## src/rtl/rpg_pkg.sv

```systemverilog
package rpg_pkg;

    typedef enum logic [2:0] {
        PS_INIT      = 3'd0,
        PS_OFF       = 3'd1,
        PS_WAKE      = 3'd2,
        PS_ON        = 3'd3,
        PS_DRAIN_Q   = 3'd4,
        PS_DRAIN_BUS = 3'd5,
        PS_SHUT      = 3'd6
    } pwr_state_t;

    typedef struct packed {
        logic clk_en;
        logic mod_en;
        logic irq_en;
        logic stat_clr;
        logic ctrl_clr;
        logic powered;
    } pwr_out_t;

endpackage

```

## src/rtl/rpg_counter.sv

```systemverilog
module rpg_counter #(
    parameter int CNT_W = 8
) (
    input  logic             clk,
    input  logic             rst_n,
    input  logic             en_req,
    input  logic             dis_req,
    output logic [CNT_W-1:0] count,
    output logic             cnt_zero
);
    localparam logic [CNT_W-1:0] CNT_MAX = {CNT_W{1'b1}};

    logic [CNT_W-1:0] cnt_q;
    logic             inc_ok;
    logic             dec_ok;

    assign inc_ok = en_req && !dis_req && (cnt_q != CNT_MAX);
    assign dec_ok = dis_req && !en_req && (cnt_q != '0);

    always_ff @(posedge clk or negedge rst_n) begin
        if (!rst_n) begin
            cnt_q <= '0;
        end else if (inc_ok) begin
            cnt_q <= cnt_q + 1'b1;
        end else if (dec_ok) begin
            cnt_q <= cnt_q - 1'b1;
        end
    end

    assign count    = cnt_q;
    assign cnt_zero = (cnt_q == '0);

    // a lone enable below the ceiling adds exactly one
    assert_inc_R2: assert property (@(posedge clk) disable iff (!rst_n)
        (en_req && !dis_req && count != CNT_MAX) |=> (count == $past(count) + 1'b1));

    // the ceiling holds under further enables
    assert_sat_R3: assert property (@(posedge clk) disable iff (!rst_n)
        (en_req && !dis_req && count == CNT_MAX) |=> (count == CNT_MAX));

    // disable at zero leaves the count at zero
    assert_dis_zero_R4: assert property (@(posedge clk) disable iff (!rst_n)
        (dis_req && !en_req && count == '0) |=> (count == '0));

endmodule

```

## src/rtl/rpg_seq.sv

```systemverilog
module rpg_seq
    import rpg_pkg::*;
#(
    parameter int INIT_CYCLES = 2
) (
    input  logic     clk,
    input  logic     rst_n,
    input  logic     cnt_zero,
    input  logic     queue_empty,
    input  logic     bus_busy,
    output pwr_out_t outs
);
    localparam int TW = (INIT_CYCLES > 1) ? $clog2(INIT_CYCLES) : 1;
    localparam logic [TW-1:0] T_LAST = TW'(INIT_CYCLES - 1);

    pwr_state_t    state_q, state_d;
    logic [TW-1:0] tmr_q;

    always_comb begin
        state_d = state_q;
        unique case (state_q)
            PS_INIT:      if (tmr_q == T_LAST) state_d = PS_OFF;
            PS_OFF:       if (!cnt_zero) state_d = PS_WAKE;
            PS_WAKE:      state_d = PS_ON;
            PS_ON:        if (cnt_zero) state_d = PS_DRAIN_Q;
            PS_DRAIN_Q: begin
                if (!cnt_zero)        state_d = PS_ON;
                else if (queue_empty) state_d = PS_DRAIN_BUS;
            end
            PS_DRAIN_BUS: begin
                if (!cnt_zero)     state_d = PS_ON;
                else if (!bus_busy) state_d = PS_SHUT;
            end
            PS_SHUT:      state_d = PS_OFF;
            default:      state_d = PS_OFF;
        endcase
    end

    always_ff @(posedge clk or negedge rst_n) begin
        if (!rst_n) begin
            state_q <= PS_INIT;
            tmr_q   <= '0;
        end else begin
            state_q <= state_d;
            if (state_q == PS_INIT && tmr_q != T_LAST) begin
                tmr_q <= tmr_q + 1'b1;
            end
        end
    end

    always_comb begin
        outs = '0;
        unique case (state_q)
            PS_INIT: begin
                outs.clk_en   = 1'b1;
                outs.ctrl_clr = 1'b1;
            end
            PS_OFF: begin
                outs = '0;
            end
            PS_WAKE: begin
                outs.clk_en   = 1'b1;
                outs.stat_clr = 1'b1;
                outs.powered  = 1'b1;
            end
            PS_ON, PS_DRAIN_Q, PS_DRAIN_BUS: begin
                outs.clk_en  = 1'b1;
                outs.mod_en  = 1'b1;
                outs.irq_en  = 1'b1;
                outs.powered = 1'b1;
            end
            PS_SHUT: begin
                outs.clk_en  = 1'b1;
                outs.powered = 1'b1;
            end
            default: outs = '0;
        endcase
    end

    // the queue wait holds while jobs remain and nobody re-enables
    assert_queue_wait_R6: assert property (@(posedge clk) disable iff (!rst_n)
        (state_q == PS_DRAIN_Q && cnt_zero && !queue_empty) |=> (state_q == PS_DRAIN_Q));

    // the bus wait holds while the bus is held
    assert_bus_wait_R7: assert property (@(posedge clk) disable iff (!rst_n)
        (state_q == PS_DRAIN_BUS && cnt_zero && bus_busy) |=> (state_q == PS_DRAIN_BUS));

    // a nonzero count during a drain wait returns to fully on
    assert_cancel_R9: assert property (@(posedge clk) disable iff (!rst_n)
        ((state_q == PS_DRAIN_Q || state_q == PS_DRAIN_BUS) && !cnt_zero) |=> (state_q == PS_ON));

endmodule

```

## src/rtl/refcnt_power_gate.sv

```systemverilog
module refcnt_power_gate
    import rpg_pkg::*;
#(
    parameter int CNT_W       = 8,
    parameter int INIT_CYCLES = 2
) (
    input  logic             clk,
    input  logic             rst_n,
    input  logic             en_req,
    input  logic             dis_req,
    input  logic             queue_empty,
    input  logic             bus_busy,
    output logic             clk_en,
    output logic             mod_en,
    output logic             irq_en,
    output logic             stat_clr,
    output logic             ctrl_clr,
    output logic             powered,
    output logic [CNT_W-1:0] count
);
    logic     cnt_zero;
    pwr_out_t outs;

    rpg_counter #(.CNT_W(CNT_W)) u_cnt (
        .clk      (clk),
        .rst_n    (rst_n),
        .en_req   (en_req),
        .dis_req  (dis_req),
        .count    (count),
        .cnt_zero (cnt_zero)
    );

    rpg_seq #(.INIT_CYCLES(INIT_CYCLES)) u_seq (
        .clk         (clk),
        .rst_n       (rst_n),
        .cnt_zero    (cnt_zero),
        .queue_empty (queue_empty),
        .bus_busy    (bus_busy),
        .outs        (outs)
    );

    assign clk_en   = outs.clk_en;
    assign mod_en   = outs.mod_en;
    assign irq_en   = outs.irq_en;
    assign stat_clr = outs.stat_clr;
    assign ctrl_clr = outs.ctrl_clr;
    assign powered  = outs.powered;

    // the module enable never falls with the clock already gated
    assert_gate_order_R8: assert property (@(posedge clk) disable iff (!rst_n)
        $fell(mod_en) |-> clk_en);

    // the module enable only rises one cycle after a status clear
    assert_wake_order_R5: assert property (@(posedge clk) disable iff (!rst_n)
        $rose(mod_en) |-> $past(stat_clr));

endmodule

```

## config.mk

```make
export PLATFORM = sky130hd
export DESIGN_NAME = refcnt_power_gate
export DESIGN_NICKNAME = d
export VERILOG_FILES = /design/src/rtl/rpg_pkg.sv /design/src/rtl/rpg_counter.sv /design/src/rtl/rpg_seq.sv /design/src/rtl/refcnt_power_gate.sv
export SDC_FILE = /design/constraint.sdc
export NUM_CORES = 1
export LEC_CHECK = 0
export ABC_AREA = 1
export BUFFER_PORTS_ARGS = -buffer_cell sky130_fd_sc_hd__buf_4
export CORE_ASPECT_RATIO = 0.75
export CORE_MARGIN = 2
export CORE_UTILIZATION = 48
export DETAILED_ROUTE_END_ITERATION = 6
export GPL_ROUTABILITY_DRIVEN = 0
export PLACE_DENSITY_LB_ADDON = 0.2
export RECOVER_POWER = 50
export SLEW_MARGIN = 0
export SYNTH_ARGS = -nofsm -noshare
export SYNTH_HDL_FRONTEND = slang
export SYNTH_SLANG_ARGS = --single-unit
```

## constraint.sdc

```tcl
create_clock -name clk -period 1.8 [get_ports clk]
set_input_delay 0.45 -clock clk [delete_from_list [all_inputs] [get_ports clk]]
set_output_delay 0.45 -clock clk [all_outputs]
set_load 0.02 [all_outputs]
```

# Word-level counts from Yosys, hierarchy flattened
# Cells that the tools add are included.
[totals]
register_bits = 12
romBits = 0
ram_bits = 0
wordCells = 49
out_inout_bits = 14
n_memories = 0
latch_bits = 0
[classes]
shifts = 0
order_cmp = 0
n_mul = 0
bitwise = 1
n_addsub = 3
n_reduce_logical = 15
n_eq_ne = 12
div_mod_pow = 0
muxes = 15
[op_table]
columns = ["op", "count"]
rows = [
  ["3-bit 2-to-1 mux", 7],
  ["3-bit one-hot mux with 6 select lines", 1],
  ["8-bit 2-to-1 mux", 2],
  ["3-bit equality test (second input constant)", 3],
  ["8-bit by 1-bit adder with 8-bit output (second input constant)", 1],
  ["8-bit logical NOT", 1],
  ["8-bit != test (second input constant)", 1],
  ["8-bit nonzero test", 1],
  ["8-bit by 1-bit subtractor with 8-bit output (second input constant)", 1],
  ["3-bit by 2-bit equality test with 1-bit output (second input constant)", 2],
  ["3-bit != test (second input constant)", 2],
  ["6-bit OR reduction", 1],
  ["1-bit logical AND", 5],
  ["5-bit AND reduction", 1],
  ["5-bit OR reduction", 1],
  ["1-bit 2-to-1 mux", 4],
  ["2-bit by 1-bit != test with 1-bit output (second input constant)", 2],
  ["3-bit by 1-bit equality test with 1-bit output (second input constant)", 1],
  ["3-bit logical NOT", 1],
  ["3-bit OR reduction", 1],
  ["1-bit logical NOT", 2],
  ["2-bit 2-to-1 mux", 1],
  ["2-bit != test (second input constant)", 1],
  ["2-bit nonzero test", 1],
  ["other kinds (2)", 2],
]

# Depth between registers and ports, before layout
# Gate-level depths: netlist of the first run.
[depth]
word_depth = 5
mapped_depth = 12

# Modules after synthesis
# A second synthesis of the first run with hierarchy kept.
[unflattened]
cells_unflattened = 142
hier_area_um2 = 987.2
[by_module_without_submodules]
columns = ["mod", "area_per_inst_um2", "instances", "cells_each"]
rows = [
  ["rpg_counter", 670.6, 1, 95],
  ["rpg_seq", 316.6, 1, 47],
]

# Worst setup path before layout of the first run
# Ideal clock, no wire load.
[synth_timing]
kind = "register -> register"
start = "register u_cnt.cnt_q[0] (netlist: u_cnt.count[0])"
end = "register u_cnt.cnt_q[7] (netlist: u_cnt.count[7])"
path_buffers = 0
path_stages_with_launch = 12
path_slack_ns = -0.245
period_less_slack_ns = 2.045
arrival_time_ns = 1.927
path_cell_list = "dfrtp_1 nand4_1 o21bai_4 ha_1 a21oi_1 nand2_1 nand3_1 nand2_1 nand2_1 nand2_1 nand2_1 nand2_1"
[synth_via]
elab_chain_len = 3
[synth_lines]
columns = ["element", "line_no", "text"]
rows = [
  ["start: declaration", "rpg_counter.sv:13", "logic [CNT_W-1:0] cnt_q;"],
  ["start signal: assignment", "rpg_counter.sv:24", "cnt_q <= cnt_q + 1'b1;"],
  ["start signal: assignment", "rpg_counter.sv:26", "cnt_q <= cnt_q - 1'b1;"],
  ["8-bit by 1-bit subtractor with 8-bit output (tied with other cells)", "rpg_counter.sv:26", ""],
  ["8-bit 2-to-1 mux (tied with other cells)", "rpg_counter.sv:25", "end else if (dec_ok) begin"],
  ["8-bit 2-to-1 mux / 2-bit nonzero test (equally long branches)", "n/a", ""],
]
# Parallel ways exist; a longest one is shown, timed or not. The select of a mux whose other input is x is not followed.
# A chain may end at the register's enable or synchronous reset.

# Final worst setup path of the first run
[layout_timing]
start = "register u_cnt.cnt_q[6] (netlist: u_cnt.count[6])"
end = "register u_cnt.cnt_q[7] (netlist: u_cnt.count[7])"
# Same word-level chain as after synthesis.

==> qor.yml, run 1 <==
cells_and_area:
  multiInputGateArea_um2: 768
  final_core_utilization: 0.794
  drive_gt1_frac: 0.549
  mostFrequentLayoutCells: "buf_4 (40), nand2_1 (31), inv_1 (12)"
  antenna_cells: 0
  regArea_um2: 314
  final_nets: 198
  nFillCells: 131
  final_area_um2: 1570
  area_growth_pct: 57.2
  final_common_cell: "buf_4"
detailed_routing:
  drtIter0Drc: 50
  routed_via_density: 5.51
  ant_nets: 0
  vias: 1147
  wl_um: 3160
  drt-pass1-iter-count: 4
  wl_per_cell_um: 15.2
  drc: 0
floorplan:
  num_rows: 14
  initial_utilization: 0.505
  core_um2: 1980
  die_y_um: 43.5
  dieArea_um2: 2470
  ios: 20
  dieWidth_um: 56.7
timing:
  setup_slack_ns: -0.142
  clock_skew_ns: 0.000917
  worst_pin_slew_ns: 0.712
  max_freq_mhz: 515
  final_max_slew_viol_count: 0
  period_share: 1.08
  setup_violations: 6
  rsz0062_at_grt: "true"
  hold_violations: 0
  min_period_ns: 1.94
  fin_tns_setup_ns: -0.501
  relSlewSlack: 0.525
clocking:
  cts_buffer_depth: 2
  htree_levels: 1
  cts_tree: "done"
  numCtsBuffers: 3
  clock-sinks: 12
  clockRootBuffer: "clkbuf_4"
  clkLatencyLatePin_ns: 0.28
  clk_pin_slew_worst_paths_ns: 0.08
setup_path:
  end_kind: "register"
  cp.arrival_ns: 2.12
  startpoint_type: "register"
  r2r_slack_ns: -0.14
  reg2reg_to: "u_cnt.count[7]$_DFFE_PN0P_"
  crit_type: "register to register"
  worstReg2RegStart: "u_cnt.count[6]$_DFFE_PN0P_"
  path_max_fanout: 5
  crit_required_ns: 1.98
  reg2reg_depth: 11
logic_synthesis:
  synthFlopType: "dfrtp_1"
  syn_area_per_cell_um2: 7.41
  ys_seq_area_frac: 0.300
  yosysUniqueCellTypes: 28
  async_reset_ff_frac: 1.00
  synth-edff-count: 0
  ys_ff_latch: 12
  syn-instance-count: 135
  netlist.area_leader.share: 0.300
  yosysWarningCount: 0
  synth_nets: 148
  synth_area_um2: 1000
  yosys.area.top_type: "dfrtp_1"
  synth_area_leaders: "dfrtp_1 (30%), nand2_1 (15%), ha_1 (7.5%)"
power_and_ir_drop:
  power_density_nw_per_um2: 2080
  vdd_drop_max_mv: 1.57
  p_leak_uw: 0.000757
  total_power_uw: 3280
grt:
  grt_pass1_wl_um: 4550
  grt_start_max_net_pins: 13
  grt_usage: 0.245
  grt_pass1_vias: 1003
  antenna_found_initial: 0
  grt_overflow_total: 0
status:
  violations: "setup timing"
  outcome: "finished, violations left"
placement:
  pre_cts_ws_ns: -0.211
  portBuffers: 19
  hpwlAfterDp_um: 1910
  placed_area_um2: 1290
hold_path:
  min_to: "u_seq.tmr_q$_DFFE_PN0P_"
  hold_depth: 2
  hold_class: "register to register"
  min_from: "u_seq.tmr_q$_DFFE_PN0P_"
run:
  maxCapViolations: 0
## metal layers
layer	global-route usage	share of wire	vias up
met5	0	0	-
met4	0.0286	0.030	0
met3	0.0537	0.066	16
met2	0.433	0.47	50
met1	0.323	0.43	539
li1	-	-	542
## registers in the layout, indices dropped and copies added (netlist names)
| register | cells |
|---|---|
| u_seq.state_q | 3 |
| u_seq.tmr_q | 1 |
| u_cnt.count | 8 |
## worst max-delay path, cell delays in order (launching register included)
cell,delay (ns)
dfrtp_2,0.36
nand4_1,0.19
o21bai_4,0.32
ha_4,0.26
a21oi_2,0.16
nand2_2,0.12
nand3_1,0.12
nand2_1,0.06
nand2_1,0.08
nand2_1,0.06
nand2_1,0.05
nand2_1,0.05
## cells in the mapped netlist (2+ instances only)
cell,n
nand3b_1,2
nor3_1,2
ha_1,6
nand3_1,9
nor2_1,12
nand4_1,5
nand2_2,2
a21oi_2,5
xnor2_1,3
a21oi_1,4
dfrtp_1,12
inv_1,13
o21ai_1,2
nand2_1,39
nor2_2,5
nand3_2,2
## worst max path at each step
stage	slack, ns	start	depth (start not counted)	end
6_report	-0.14	u_cnt.count[6]$_DFFE_PN0P_	11	u_cnt.count[7]$_DFFE_PN0P_
3_5_place_dp	-0.21	dis_req	13	u_cnt.count[7]$_DFFE_PN0P_
3_3_place_gp	-0.18	dis_req	13	u_cnt.count[7]$_DFFE_PN0P_
2_1_floorplan	-0.1	u_cnt.count[2]$_DFFE_PN0P_	10	u_cnt.count[7]$_DFFE_PN0P_
4_1_cts	-0.09	u_cnt.count[0]$_DFFE_PN0P_	9	u_cnt.count[6]$_DFFE_PN0P_
5_1_grt	-0.23	u_cnt.count[4]$_DFFE_PN0P_	12	u_cnt.count[7]$_DFFE_PN0P_
## kinds of logic (layout without fill, tap and decap cells)
logic type,count (synthesis),after routing,synth area share
simple gates,79,79,0.363
fa+ha+maj,7,7,0.0951
compound gates,16,17,0.130
buf+inv,17,65,0.0763
flops,12,12,0.300
xor+xnor,4,4,0.0351
## timing repair
item,in CTS,in global routing
setup endpoints to repair,8,12
resized for setup,10,22
buffers inserted,8,3
pin swaps,3,18
cloned,1,0
hold buffers,1,0
endpoints found under the hold margin,7,0
## metrics by stage
step | cells | hold WS [ns]
2_1_floorplan | 135 | 0.154
3_3_place_gp | 191 | 0.295
3_5_place_dp | 191 | 0.301
4_1_cts | 205 | 0.458
5_1_grt | 208 | 0.496
6_report | 208 | 0.455
## final cells by class
class | count | area share
multi-input combinational | 107 | 0.489
timing repair buffer | 47 | 0.236
sequential | 12 | 0.200
inverter | 14 | 0.0334
clock buffer | 4 | 0.0231
tap | 24 | 0.0191
## power by group
| part | switching (uW) | internal, uW |
|---|---|---|
| clock | 96.6 | 123 |
| sequential | 118 | 427 |
| combinational | 1350 | 1160 |
| total | 1560 | 1710 |
Note: power is estimated with default switching activity, not from simulation.
==> inputs of run 2 (changes only) <==
--- a/config.mk
+++ b/config.mk
@@ -9,11 +9,12 @@
 export BUFFER_PORTS_ARGS = -buffer_cell sky130_fd_sc_hd__buf_4
 export CORE_ASPECT_RATIO = 0.75
 export CORE_MARGIN = 2
-export CORE_UTILIZATION = 48
+export CORE_UTILIZATION = 55
 export DETAILED_ROUTE_END_ITERATION = 6
 export GPL_ROUTABILITY_DRIVEN = 0
 export PLACE_DENSITY_LB_ADDON = 0.2
 export RECOVER_POWER = 50
+export SKIP_CTS_REPAIR_TIMING = 1
 export SLEW_MARGIN = 0
 export SYNTH_ARGS = -nofsm -noshare
 export SYNTH_HDL_FRONTEND = slang
==> constraint.sdc (replaced) <==
create_clock -name clk -period 2.4 [get_ports clk]
set_input_delay 0.6 -clock clk [delete_from_list [all_inputs] [get_ports clk]]
set_output_delay 0.6 -clock clk [all_outputs]
set_load 0.02 [all_outputs]
==> run 2 against run 1 <==
Effect of this change:
- the run now ends clean
- power down 44%
- combinational power down 52%
- setup slack better by 0.34 ns
- maximum frequency down 12%
- clock power down 25%
- clock skew up 0.0066 ns
- utilization down 12 points
- largest power group unchanged
- highest routed layer unchanged
==> qor.yml, run 2 (synthesis gave the netlist of run 1 again) <==
clocking:
  clockRootBuffer: "clkbuf_4"
  numCtsBuffers: 3  # unchanged
  clkLatencyLatePin_ns: 0.28  # about the same
  clock-sinks: 12  # unchanged
  clk_pin_slew_worst_paths_ns: 0.08  # about the same
  cts_tree: "done"
  htree_levels: 1  # unchanged
  cts_buffer_depth: 2  # unchanged
placement:
  portBuffers: 19  # unchanged
  pre_cts_ws_ns: 0.159  # +0.370 ns
  placed_area_um2: 1150  # -11%
  hpwlAfterDp_um: 1850  # -3.2%
power_and_ir_drop:
  power_density_nw_per_um2: 1580  # -24%
  clock_power_share: 0.089  # +0.022
  vdd_drop_max_mv: 0.842  # -46%
  p_comb_frac: 0.653  # -0.114
  total_power_uw: 1830  # -44%
  power.switching_uw: 963  # -38%
  p_leak_uw: 0.000584  # -23%
  seqPwrFrac: 0.258  # +0.092
  p_sw_frac: 0.525  # +0.0485
  p_int_uw: 870  # -49%
cells_and_area:
  final_nets: 169  # -15%
  area_growth_pct: 15.8
  largest_reg_flops: 8  # unchanged
  final_common_cell: "nand2_1"
  nFillCells: 162  # +24%
  drive_gt1_frac: 0.219  # -0.330
  final_area_um2: 1160  # -26%
  final_core_utilization: 0.671  # -0.123
  antenna_cells: 0  # unchanged
  mostFrequentLayoutCells: "nand2_1 (40), buf_4 (15), inv_1 (13), nor2_1 (13), dfrtp_1 (12)"
detailed_routing:
  drc: 0  # unchanged
  wl_um: 2380  # -24%
  drtIter0Drc: 32  # -36%
  ant_nets: 0  # unchanged
  wl_met3_um: 213  # +1.9%
  vias: 1004  # -12%
  wl_per_cell_um: 13.5  # -11%
  drt-pass1-iter-count: 4  # unchanged
  wl_met2_um: 1080  # -28%
  wl_met1_um: 1030  # -24%
  routed_via_density: 5.67  # +2.9%
  maxUsedRoutingLayer: "met4"
timing:
  worst_pin_slew_ns: 0.656  # -0.0567 ns
  clock_skew_ns: 0.00750  # +0.00658 ns
  setup_violations: 0  # -6
  hold_violations: 0  # unchanged
  relSlewSlack: 0.563  # +0.0378
  max_freq_mhz: 454  # -12%
  rsz0062_at_grt: "false"
  final_max_slew_viol_count: 0  # unchanged
  period_share: 0.917  # -0.161
  min_period_ns: 2.20  # +0.260 ns
  setup_slack_ns: 0.198  # +0.340 ns
  fin_tns_setup_ns: 0  # +0.501 ns
setup_path:
  startpoint_type: "register"
  cp_common_cell: "nand2_1"
  critPathSlowestCell: "dfrtp_1"
  timing.critical_path.cells: "nand4_1 > o21bai_4 > ha_1 > a21oi_1 > nand2_1 > nand3_1 > nand2_1 > nand2_1 > nand2_1 > nand2_1 > nand2_1"
  max_stage_delay_ns: 0.48  # +0.12 ns
  crit_type: "register to register"
  crit_required_ns: 2.58  # +0.60 ns
  path_max_fanout: 11  # +6
  r2r_slack_ns: 0.20  # +0.34 ns
  critPathTopFamily: "simple AND/OR/NAND/NOR gates"
  critPathBufInv: 0  # unchanged
  end_kind: "register"
  cp.arrival_ns: 2.38  # +0.26 ns
grt:
  grt_overflow_total: 0  # unchanged
  antenna_found_initial: 0  # unchanged
  grt_pass1_vias: 872  # -13%
  grt_pass1_wl_um: 3770  # -17%
  grt_start_max_net_pins: 13  # unchanged
  grt_usage: 0.253  # +0.00806
floorplan:
  ios: 20  # unchanged
  dieArea_um2: 2180  # -12%
  dieWidth_um: 53.2  # -6.1%
  die_y_um: 40.9  # -6.0%
  initial_utilization: 0.580  # +0.0748
  core_um2: 1720  # -13%
  num_rows: 13  # -1
hold_path:
  hold_class: "primary input to asynchronous set/reset pin"
run:
  maxCapViolations: 0  # unchanged
status:
  outcome: "finished, final reports clean"
run 2: changes by cell type in the layout (fill, tap and decap cells not counted), sizes merged:
cell	delta
o21bai	-1
dlygate4sd3	-1
buf	-30
clkbuf	+3
run 2: worst paths after layout:
check | from | to | cells after the start
setup / recovery | u_cnt.count[0]$_DFFE_PN0P_ | u_cnt.count[7]$_DFFE_PN0P_ | 11
hold / removal | rst_n | u_cnt.count[7]$_DFFE_PN0P_ | 1
setup reg to reg | u_cnt.count[0]$_DFFE_PN0P_ | u_cnt.count[7]$_DFFE_PN0P_ | 11
hold reg to reg | u_seq.tmr_q$_DFFE_PN0P_ | u_seq.tmr_q$_DFFE_PN0P_ | 2
max in group asynchronous | rst_n | u_seq.state_q[1]$_DFFE_PN0P_ | 1
min in group clk | u_seq.tmr_q$_DFFE_PN0P_ | u_seq.tmr_q$_DFFE_PN0P_ | 2
run 2: power by group through the flow:
| stage | sequential, uW | clock, uW | combinational [uW] |
|---|---|---|---|
| floorplan | 501 | 0 | 817 |
| global placement | 463 | 0 | 1170 |
| detailed placement | 473 | 0 | 1210 |
| CTS | 469 | 168 | 1230 |
| global route | 491 | 180 | 1340 |
| finish | 474 | 164 | 1200 |
run 2: area by class of cell:
type | instances | area [um^2] | share of cell area
Sequential cell | 12 | 300 | 0.259
Tap cell | 22 | 27.5 | 0.0238
Timing Repair Buffer | 19 | 128 | 0.110
Inverter | 14 | 52.6 | 0.0454
Multi-Input combinational cell | 106 | 613 | 0.530
Clock buffer | 4 | 36.3 | 0.0314
run 2: per-layer routing:
metal | vias to the layer above | global-route usage
li1 | 484 | -
met1 | 453 | 0.312
met2 | 55 | 0.423
met3 | 12 | 0.0876
met4 | 0 | 0.0833
met5 | - | 0
run 2: through the flow:
| step | std cells | hold WS (ns) |
|---|---|---|
| 2_1_floorplan | 135 | 0.304 |
| 3_3_place_gp | 173 | 0.436 |
| 3_5_place_dp | 173 | 0.447 |
| 4_1_cts | 177 | 0.139 |
| 5_1_grt | 177 | 0.365 |
| 6_report | 177 | 0.313 |
